## src/rtl/otp_ctl_pkg.sv

```systemverilog
package otp_ctl_pkg;

    localparam logic [15:0] UNLOCK_KEY = 16'h3E77;

    localparam logic [7:0] OFS_CTRL   = 8'h00;
    localparam logic [7:0] OFS_CSET   = 8'h04;
    localparam logic [7:0] OFS_CCLR   = 8'h08;
    localparam logic [7:0] OFS_TIMING = 8'h0C;
    localparam logic [7:0] OFS_RDCTL  = 8'h10;
    localparam logic [7:0] OFS_RDDATA = 8'h14;
    localparam logic [7:0] OFS_PGDATA = 8'h18;

    localparam int ERR_BIT  = 9;
    localparam int BUSY_BIT = 8;

    typedef struct packed {
        logic ctrl;
        logic cset;
        logic cclr;
        logic timing;
        logic rdctl;
        logic pgdata;
    } reg_hit_t;

endpackage

```

## src/rtl/otp_bus_decode.sv

```systemverilog
module otp_bus_decode
    import otp_ctl_pkg::*;
(
    input  logic       bus_wr,
    input  logic [7:0] bus_addr,
    output reg_hit_t   hit
);
    always_comb begin
        hit        = '0;
        hit.ctrl   = bus_wr && (bus_addr == OFS_CTRL);
        hit.cset   = bus_wr && (bus_addr == OFS_CSET);
        hit.cclr   = bus_wr && (bus_addr == OFS_CCLR);
        hit.timing = bus_wr && (bus_addr == OFS_TIMING);
        hit.rdctl  = bus_wr && (bus_addr == OFS_RDCTL);
        hit.pgdata = bus_wr && (bus_addr == OFS_PGDATA);
    end
endmodule

```

## src/rtl/otp_phase_timer.sv

```systemverilog
module otp_phase_timer #(
    parameter int CNT_W = 12,
    parameter int RLX_W = 5
) (
    input  logic             clk,
    input  logic             rst_n,
    input  logic             start,
    input  logic [CNT_W-1:0] limit,
    input  logic [RLX_W-1:0] relax_len,
    output logic             busy,
    output logic             strobe_on,
    output logic             sample,
    output logic             done
);
    localparam int EXT_W = CNT_W + 1;

    typedef struct packed {
        logic             busy;
        logic [CNT_W-1:0] cnt;
        logic [CNT_W-1:0] lim;
        logic [RLX_W-1:0] rlx;
    } tmr_t;

    tmr_t tmr_d, tmr_q;
    logic [EXT_W-1:0] cnt_x, lim_x, rlx_x, tail_x;

    always_comb begin
        cnt_x  = {1'b0, tmr_q.cnt};
        lim_x  = {1'b0, tmr_q.lim};
        rlx_x  = EXT_W'(tmr_q.rlx);
        tail_x = cnt_x + rlx_x;

        strobe_on = tmr_q.busy && (cnt_x >= rlx_x) && (tail_x <= lim_x);
        sample    = strobe_on && (tail_x == lim_x);
        done      = tmr_q.busy && (tmr_q.cnt == tmr_q.lim);
        busy      = tmr_q.busy;

        tmr_d = tmr_q;
        if (tmr_q.busy) begin
            if (done) tmr_d.busy = 1'b0;
            else      tmr_d.cnt  = tmr_q.cnt + 1'b1;
        end else if (start) begin
            tmr_d.busy = 1'b1;
            tmr_d.cnt  = '0;
            tmr_d.lim  = limit;
            tmr_d.rlx  = relax_len;
        end
    end

    always_ff @(posedge clk) begin
        if (!rst_n) tmr_q <= '0;
        else        tmr_q <= tmr_d;
    end
endmodule

```

## src/rtl/otp_fuse_ctl.sv

```systemverilog
module otp_fuse_ctl
    import otp_ctl_pkg::*;
#(
    parameter int DATA_W    = 32,
    parameter int BANK_W    = 4,
    parameter int WORD_W    = 3,
    parameter int NUM_BANKS = 12
) (
    input  logic                      clk,
    input  logic                      rst_n,
    input  logic                      bus_wr,
    input  logic [7:0]                bus_addr,
    input  logic [31:0]               bus_wdata,
    output logic [31:0]               bus_rdata,
    output logic [BANK_W+WORD_W-1:0]  fuse_addr,
    output logic                      fuse_rd_en,
    input  logic [DATA_W-1:0]         fuse_rdata,
    output logic                      fuse_pgm_en,
    output logic [DATA_W-1:0]         fuse_pgm_mask
);
    localparam int ADDR_W = BANK_W + WORD_W;
    localparam int PG_W   = 12;
    localparam int RD_W   = 6;
    localparam int RLX_W  = 4;
    localparam logic [BANK_W:0] BANK_LIM = NUM_BANKS[BANK_W:0];

    typedef struct packed {
        logic [15:0]       key;
        logic [ADDR_W-1:0] addr;
        logic              err;
        logic [DATA_W-1:0] rd_data;
        logic [DATA_W-1:0] pg_data;
        logic              is_prog;
        logic [RLX_W-1:0]  relax;
        logic [RD_W-1:0]   rd_strobe;
        logic [PG_W-1:0]   pg_strobe;
    } ctl_state_t;

    ctl_state_t st_d, st_q;
    reg_hit_t   hit;

    logic            busy, strobe_on, tmr_sample, tmr_done;
    logic            op_start;
    logic [PG_W-1:0] tmr_limit;
    logic [RLX_W:0]  tmr_rlx;
    logic            bank_ok;
    logic [31:0]     ctrl_val;

    otp_bus_decode u_dec (
        .bus_wr   (bus_wr),
        .bus_addr (bus_addr),
        .hit      (hit)
    );

    otp_phase_timer #(
        .CNT_W (PG_W),
        .RLX_W (RLX_W + 1)
    ) u_tmr (
        .clk       (clk),
        .rst_n     (rst_n),
        .start     (op_start),
        .limit     (tmr_limit),
        .relax_len (tmr_rlx),
        .busy      (busy),
        .strobe_on (strobe_on),
        .sample    (tmr_sample),
        .done      (tmr_done)
    );

    assign bank_ok = {1'b0, st_q.addr[ADDR_W-1:WORD_W]} < BANK_LIM;

    always_comb begin
        st_d      = st_q;
        op_start  = 1'b0;
        tmr_rlx   = {1'b0, st_q.relax} + 1'b1;
        tmr_limit = PG_W'(st_q.rd_strobe);

        if (!busy) begin
            if (hit.ctrl) begin
                st_d.key  = bus_wdata[31:16];
                st_d.addr = bus_wdata[ADDR_W-1:0];
            end
            if (hit.cset) begin
                st_d.key  = st_q.key | bus_wdata[31:16];
                st_d.addr = st_q.addr | bus_wdata[ADDR_W-1:0];
            end
            if (hit.cclr) begin
                st_d.key  = st_q.key & ~bus_wdata[31:16];
                st_d.addr = st_q.addr & ~bus_wdata[ADDR_W-1:0];
            end
            if (hit.timing) begin
                st_d.pg_strobe = bus_wdata[11:0];
                st_d.relax     = bus_wdata[15:12];
                st_d.rd_strobe = bus_wdata[21:16];
            end
        end

        if (hit.cclr && bus_wdata[ERR_BIT]) st_d.err = 1'b0;

        if (hit.rdctl && bus_wdata[0]) begin
            if (busy) begin
                st_d.err = 1'b1;
            end else if (!bank_ok) begin
                st_d.err     = 1'b1;
                st_d.rd_data = '0;
            end else begin
                op_start     = 1'b1;
                st_d.is_prog = 1'b0;
                tmr_limit    = PG_W'(st_q.rd_strobe);
            end
        end

        if (hit.pgdata) begin
            if (busy || (st_q.key != UNLOCK_KEY)) begin
                st_d.err = 1'b1;
            end else if (!bank_ok) begin
                st_d.err = 1'b1;
                st_d.key = '0;
            end else begin
                op_start     = 1'b1;
                st_d.is_prog = 1'b1;
                st_d.pg_data = bus_wdata[DATA_W-1:0];
                tmr_limit    = st_q.pg_strobe;
            end
        end

        if (tmr_sample && !st_q.is_prog) st_d.rd_data = fuse_rdata;
        if (tmr_done && st_q.is_prog)    st_d.key     = '0;
    end

    always_ff @(posedge clk) begin
        if (!rst_n) st_q <= '0;
        else        st_q <= st_d;
    end

    always_comb begin
        ctrl_val                = '0;
        ctrl_val[31:16]         = st_q.key;
        ctrl_val[ERR_BIT]       = st_q.err;
        ctrl_val[BUSY_BIT]      = busy;
        ctrl_val[ADDR_W-1:0]    = st_q.addr;

        bus_rdata = '0;
        case (bus_addr)
            OFS_CTRL, OFS_CSET, OFS_CCLR: bus_rdata = ctrl_val;
            OFS_TIMING: begin
                bus_rdata[11:0]  = st_q.pg_strobe;
                bus_rdata[15:12] = st_q.relax;
                bus_rdata[21:16] = st_q.rd_strobe;
            end
            OFS_RDDATA: bus_rdata[DATA_W-1:0] = st_q.rd_data;
            default:    bus_rdata = '0;
        endcase
    end

    assign fuse_addr     = st_q.addr;
    assign fuse_rd_en    = strobe_on && !st_q.is_prog;
    assign fuse_pgm_en   = strobe_on && st_q.is_prog;
    assign fuse_pgm_mask = st_q.pg_data;

endmodule

```

## config.mk

```make
export PLATFORM = sky130hd
export DESIGN_NAME = otp_fuse_ctl
export DESIGN_NICKNAME = d
export VERILOG_FILES = /design/src/rtl/otp_ctl_pkg.sv /design/src/rtl/otp_bus_decode.sv /design/src/rtl/otp_phase_timer.sv /design/src/rtl/otp_fuse_ctl.sv
export SDC_FILE = /design/constraint.sdc
export NUM_CORES = 1
export LEC_CHECK = 0
export BUFFER_PORTS_ARGS = -buffer_cell sky130_fd_sc_hd__buf_2
export CORE_ASPECT_RATIO = 1.1
export CORE_MARGIN = 5
export CORE_UTILIZATION = 45
export DETAILED_ROUTE_END_ITERATION = 10
export PLACE_DENSITY = 0.67
export SLEW_MARGIN = 0
export SYNTH_ARGS = -nofsm -noshare
export SYNTH_HDL_FRONTEND = slang
export SYNTH_SLANG_ARGS = --single-unit
```

## constraint.sdc

```tcl
create_clock -name clk -period 6.9 [get_ports clk]
set_clock_uncertainty 0.05 [all_clocks]
set_input_delay 0.69 -clock clk [delete_from_list [all_inputs] [get_ports clk]]
set_output_delay 0.69 -clock clk [all_outputs]
set_load 0.01 [all_outputs]
```

=== After elaboration in Yosys (flattened, before gate mapping) ===
Cells that the tools add are included.
Widths: inputs -> output; s select.

* Bitwise logic cells: 9
* Divide/modulo/power cells: 0
* Multiply operators: 0
* Add/subtract/negate cells: 3
* Equal/unequal tests: 12
* Magnitude comparators: 3
* Mux-type cells: 37
* Reduce and logical (&&, ||, !) cells: 30
* Shift operators: 0

{| class="wikitable"
|+ Operator list
! kind !! count
|-
| $mux 23 || 4
|-
| $mux 33 || 2
|-
| $pmux 22 s3 || 1
|-
| $mux 32 || 2
|-
| $mux 12 || 4
|-
| $mux 16 || 3
|-
| $mux 30 || 1
|-
| $eq 8x5->1 const B || 3
|-
| $pmux 10 s2 || 1
|-
| $mux 1 || 18
|-
| $and 16x16->16 || 1
|-
| $eq 8x4->1 const B || 2
|-
| $logic_and 1x1->1 || 16
|-
| $ne 16x14->1 const B || 1
|-
| $not 16->16 || 1
|-
| $or 16x16->16 || 1
|-
| $add 12x5->13 || 1
|-
| $eq 13x12->1 || 1
|-
| $le 13x12->1 || 1
|-
| $mux 13 || 1
|-
| $add 12x1->12 const B || 1
|-
| $eq 12x12->1 || 1
|-
| $ge 12x5->1 || 1
|-
| $eq 8x3->1 const B || 1
|-
| other kinds (17) || 25
|}

* Logic and storage cells: 107
* ROM bits: 0
* Output and inout bits: 73
* Memories kept: 0
* Flip-flop bits (word level): 141
* Latch bits: 0
* Input bits: 75
* Bits in writable memories: 0

=== Longest topological paths before layout ===
* Depth in word-level cells: 10
* Gate-level depth with buffers: 17
* Mapped depth without buffers: 15

=== Modules after synthesis ===
A second synthesis with hierarchy kept.

* Cell total of the unflattened synthesis: 910
* Area total of the unflattened synthesis: 7683.6 um^2

{| class="wikitable"
|+ Modules (own cells, without submodules)
! module !! times used !! sequential area each (um^2) !! cells an instance !! area each (um^2)
|-
| otp_fuse_ctl || 1 || 2222.1 || 614 || 5327.6
|-
| otp_phase_timer || 1 || 600.6 || 284 || 2274.7
|-
| otp_bus_decode || 1 || 0.0 || 12 || 81.3
|}

=== Least setup slack after synthesis ===
Ideal clock, no wire load.

* Path type: register -> output
* Start point: reg u_tmr.tmr_q, in the netlist u_tmr.cnt_x[0]
* End point: out fuse_rd_en
* Required time: 6.160 ns
* Buffers on the path: 2
* Cell stages (with the launch flop): 18
* Arrival time: 3.162 ns
* Path slack: 2.998 ns
* Cells stage by stage: dfxtp_1 ha_1 inv_1 fa_1 o21bai_1 a221oi_1 nand2b_1 nor2_1 xor2_1 ha_1 nand2_1 nor2_1 nand4_1 nor4_1 and4_1 buf_2 buf_4 a41o_1

* Word-level cells in the longest chain between the ends: 4
* Elaborated cells on any way between the ends: 6
* Those cells by class: add/sub (1); order compare (2); reduce/logical (3)

{| class="wikitable"
|+ Ends and longest elaborated chain
! element !! RTL line !! source
|-
| from (decl) || otp_phase_timer.sv:24 || <nowiki>tmr_t tmr_d, tmr_q;</nowiki>
|-
| from (signal assigned) || otp_phase_timer.sv:52 || <nowiki>else tmr_q <= tmr_d;</nowiki>
|-
| $add 12x5->13 / $ge 12x5->1 (equally long branches) || otp_phase_timer.sv:31, otp_phase_timer.sv:33 ||
|-
| $le 13x12->1 / $logic_and 1x1->1 (equally long branches) || otp_phase_timer.sv:33 || <nowiki>strobe_on = tmr_q.busy && (cnt_x >= rlx_x) && (tail_x <= lim_x);</nowiki>
|-
| $logic_and 1x1->1 * || otp_phase_timer.sv:33 ||
|-
| $logic_and 1x1->1 * || otp_fuse_ctl.sv:157 || <nowiki>assign fuse_rd_en = strobe_on && !st_q.is_prog;</nowiki>
|-
| to (decl) || otp_fuse_ctl.sv:16 || <nowiki>output logic fuse_rd_en,</nowiki>
|}

Every way passes the cells marked *; elsewhere a longest branch is shown, timed or not.

=== Final worst setup path ===
Ends and elaborated chain as after synthesis.

==> flow_metrics.env <==
export IMPL_outcome="complete, no violations"
export IMPL_max_freq_mhz=213.4
export IMPL_antenna_found_initial=0
export IMPL_dieArea_sq_um=19410
export IMPL_syn_nets=1050
export IMPL_routed_wirelength_um=21800
export IMPL_crit_path_end_kind="output port"
export IMPL_cap_violations=0
export IMPL_cp_data_arrival_time_ns=3.95
export IMPL_routedWlPerCell_um=17.53
export IMPL_vias=6824
export IMPL_timing_hold_ws_ns=0.3956
export IMPL_slew_violations=0
export IMPL_tightest_slew_ns=1.178
export IMPL_stdcell_count=1244
export IMPL_worst_setup_path_type="register to output port"
export IMPL_ant_nets=0
export IMPL_grt_pass1_wl_um=34700
export IMPL_grt_pass1_vias=6634
export IMPL_post_route_period_util_pct=67.90
export IMPL_worstRegToRegCells=16
export IMPL_slew_headroom_pct=21.27
export IMPL_crit_path_frequent_cell="ha_1"
export IMPL_vias_per_cell=5.486
export IMPL_grt_usage_pct=22.19
export IMPL_hold_class="register to register"
export IMPL_htree_levels=4
export IMPL_rr_startpoint="u_tmr.cnt_x[0]"
export IMPL_cp_max_fo=6
export IMPL_hold_buffers=0
export IMPL_core_area_sq_um=16370
export IMPL_rows=49
export IMPL_cts_tree="yes"
export IMPL_die_h_um=145.6
export IMPL_yosysMostFrequentCell="nand2_1"
export IMPL_synth_seq_cells=141
export IMPL_place_hpwl_um=15850
export IMPL_slowest_stage="dfxtp_1"
export IMPL_internal_power_uw=1344
export IMPL_synth_area_sq_um=7525
export IMPL_slowest_delay_ns=0.43
export IMPL_synth_top_area_share_pct=37.51
export IMPL_r2r_end="st_q[84]"
export IMPL_fin_crit_ns=4.685
export IMPL_pwr_share_comb_pct=3.9
export IMPL_drtPass1Iterations=5
export IMPL_clockPowerShare_pct=49.5
export IMPL_start_util_pct=45.97
export IMPL_clkTransAtPathRegs_ns=0.06
export IMPL_hold_viol_final=0
export IMPL_cts_buffers=17
export IMPL_grt_max_degree=82
export IMPL_synth_cells=950
export IMPL_fillers=1588
export IMPL_p_per_area_nw_per_um2=203.0
export IMPL_synth_common_cells="nand2_1, dfxtp_1, a21oi_1"
export IMPL_overflow=0
export IMPL_regToRegSetupSlack_ns=2.95
export IMPL_synth_warnings=0
export IMPL_first_iter_violations=448
export IMPL_postSynthAreaPerCell_sq_um=7.921
export IMPL_async_flop_share_pct=0
export IMPL_setup_violations=0
export IMPL_p_sw_share_pct=23.18
export IMPL_syn_to_final_growth_pct=14.57
export IMPL_drive_above_1_share_pct=20.96
export IMPL_crit_family="compound AO/OA/AOI/OAI gates"
export IMPL_cts_repair_resized=0
export IMPL_ff_latch_area_sq_um=2823
export IMPL_total_power_uw=1750
export IMPL_rsz0062_at_grt="no"
export IMPL_die_width_um=133.3
export IMPL_crit_buf_inv=2
export IMPL_clk_latency_ns=0.42
export IMPL_post_cts_buffers=0
export IMPL_critPathLaunch="u_tmr.cnt_x[0]"
export IMPL_cp_required_ns=6.16
export IMPL_clk_path_buf_depth=2
export IMPL_cts_num_sinks=141
export IMPL_placed_cells=1212
export IMPL_synth_edff_count=0
export IMPL_synthDistinctLibCells=64
export IMPL_p_switching_uw=405.7
export IMPL_worst_path_stages=15
export IMPL_critPathCapture="fuse_rd_en"
export IMPL_drc=0
export IMPL_setup_tns_ns=0
export IMPL_ys_seq_area_share_pct=37.51
export IMPL_cts_root_buf="clkbuf_16"
export IMPL_diodes=0
export IMPL_ys_flop_type="dfxtp_1"
export IMPL_p_leak_uw=0.003572
export IMPL_ios=148
export IMPL_portBuffers=147
export IMPL_yosysTopAreaCell="dfxtp_1"
export IMPL_place_gp_congestion=0.8917
export IMPL_irDropWorstVdd_mv=0.1439
export IMPL_crit_chain="ha_1, inv_1, fa_1, o21bai_1, a221oi_1, nand2b_1, nor2_1, xor2_1, ha_1, a2111oi_0, o21ai_0, o221ai_1, nor3b_1, a41o_1, buf_2"
export IMPL_multi_input_area_sq_um=4071
export IMPL_fin_nets=1127
export IMPL_power_frac_seq_pct=46.6
export IMPL_synth_area_top_cells="dfxtp_1, nand2_1, a21oi_1"
export IMPL_startpoint_type="register"
## registers in the layout, indices dropped and copies added (netlist names)
register	cells
fuse_addr	7
st_q	55
u_tmr.cnt_x	12
ctrl_val	17
fuse_pgm_mask	32
u_tmr.busy	1
u_tmr.rlx_x	5
u_tmr.lim_x	12
## final cells by class
type                            count  area share (%)
Tap cell                          204           2.961
Inverter                           27           1.176
Clock inverter                     13           1.350
Sequential cell                   141           32.74
Multi-Input combinational cell    683           47.23
Timing Repair Buffer              157           9.405
Clock buffer                       19           5.138
## worst min path at each step
stage | startpoint | end | slack (ns) | depth (start not counted)
after floorplan | fuse_pgm_mask[0] | fuse_pgm_mask[0] | 0.38 | 2
after global placement | fuse_pgm_mask[28] | fuse_pgm_mask[28] | 0.39 | 2
after detailed placement | fuse_pgm_mask[24] | fuse_pgm_mask[24] | 0.39 | 2
after CTS | fuse_pgm_mask[24] | fuse_pgm_mask[24] | 0.40 | 2
after global routing | fuse_pgm_mask[24] | fuse_pgm_mask[24] | 0.41 | 2
final | fuse_pgm_mask[0] | fuse_pgm_mask[0] | 0.40 | 2
## worst register-to-register path: stages, from the launching register on
cell and delay, ns:
dfxtp_1 0.43, ha_1 0.21, inv_1 0.06, fa_1 0.39, o21bai_1 0.22, a221oi_1 0.12
nand2b_1 0.21, nor2_1 0.16, xor2_1 0.08, ha_1 0.30, nand2_1 0.07, nor2_1 0.15
nand4_1 0.11, nor4_1 0.27, and4_2 0.29, buf_4 0.47, mux2i_1 0.28
## cells by family after synthesis
| logic type | synth area share (%) |
|---|---|
| AND/OR/NAND/NOR | 21.88 |
| adder cells (fa/ha/maj) | 4.257 |
| XOR/XNOR | 3.375 |
| flip-flops | 37.51 |
| buffers and inverters | 8.996 |
| AO/OA/AOI/OAI | 19.57 |
| multiplexers | 4.406 |
## power groups by stage
stage | registers (uW) | clock network [uW] | logic [uW]
after floorplan | 833 | 0 | 29.7
after global placement | 834 | 0 | 68.0
after detailed placement | 834 | 0 | 68.0
after global routing | 815 | 915 | 74.7
after CTS | 816 | 876 | 68.2
final | 816 | 866 | 68.3
## cells in the final DEF (no fill, tap or decap), types with 6 or more instances in the layout
cell type  netlist  routed
nand2_1        240     240
buf_2           10     147
dfxtp_1        141     141
a21oi_1        103     101
nor2_1          47      47
mux2i_1         32      32
o21ai_0         31      31
inv_1           26      26
xnor2_1         25      25
ha_1            24      24
a22oi_1         20      20
a22o_1          17      17
clkbuf_16        0      17
a21o_1          16      16
nor2b_1         13      13
o21ai_1         10      10
buf_4           43      10
nand2b_1         9       9
nand3_1          7       7
nand4_1          7       7
nor3_1           8       6
o22ai_1          6       6
## metal layers
layer / track usage (%) / wire length [um] / up-vias
met5: 0 / 0 / -
met4: 9.979 / 804 / 0
met3: 4.495 / 1165 / 44
met2: 37.63 / 10650 / 217
met1: 27.13 / 9187 / 3217
li1: - / - / 3346
## through the flow
stage               worst slack, ns  instance area, sq um  utilization, %
detailed placement            2.668                  8061           49.25
global route                  1.827                  8621           52.66
floorplan                     2.998                  7525               -
global placement              2.711                  8061           49.25
CTS                           2.177                  8621           52.66
finish                        2.215                  8621           52.66
No activity file was read; power rests on OpenSTA's default activity.
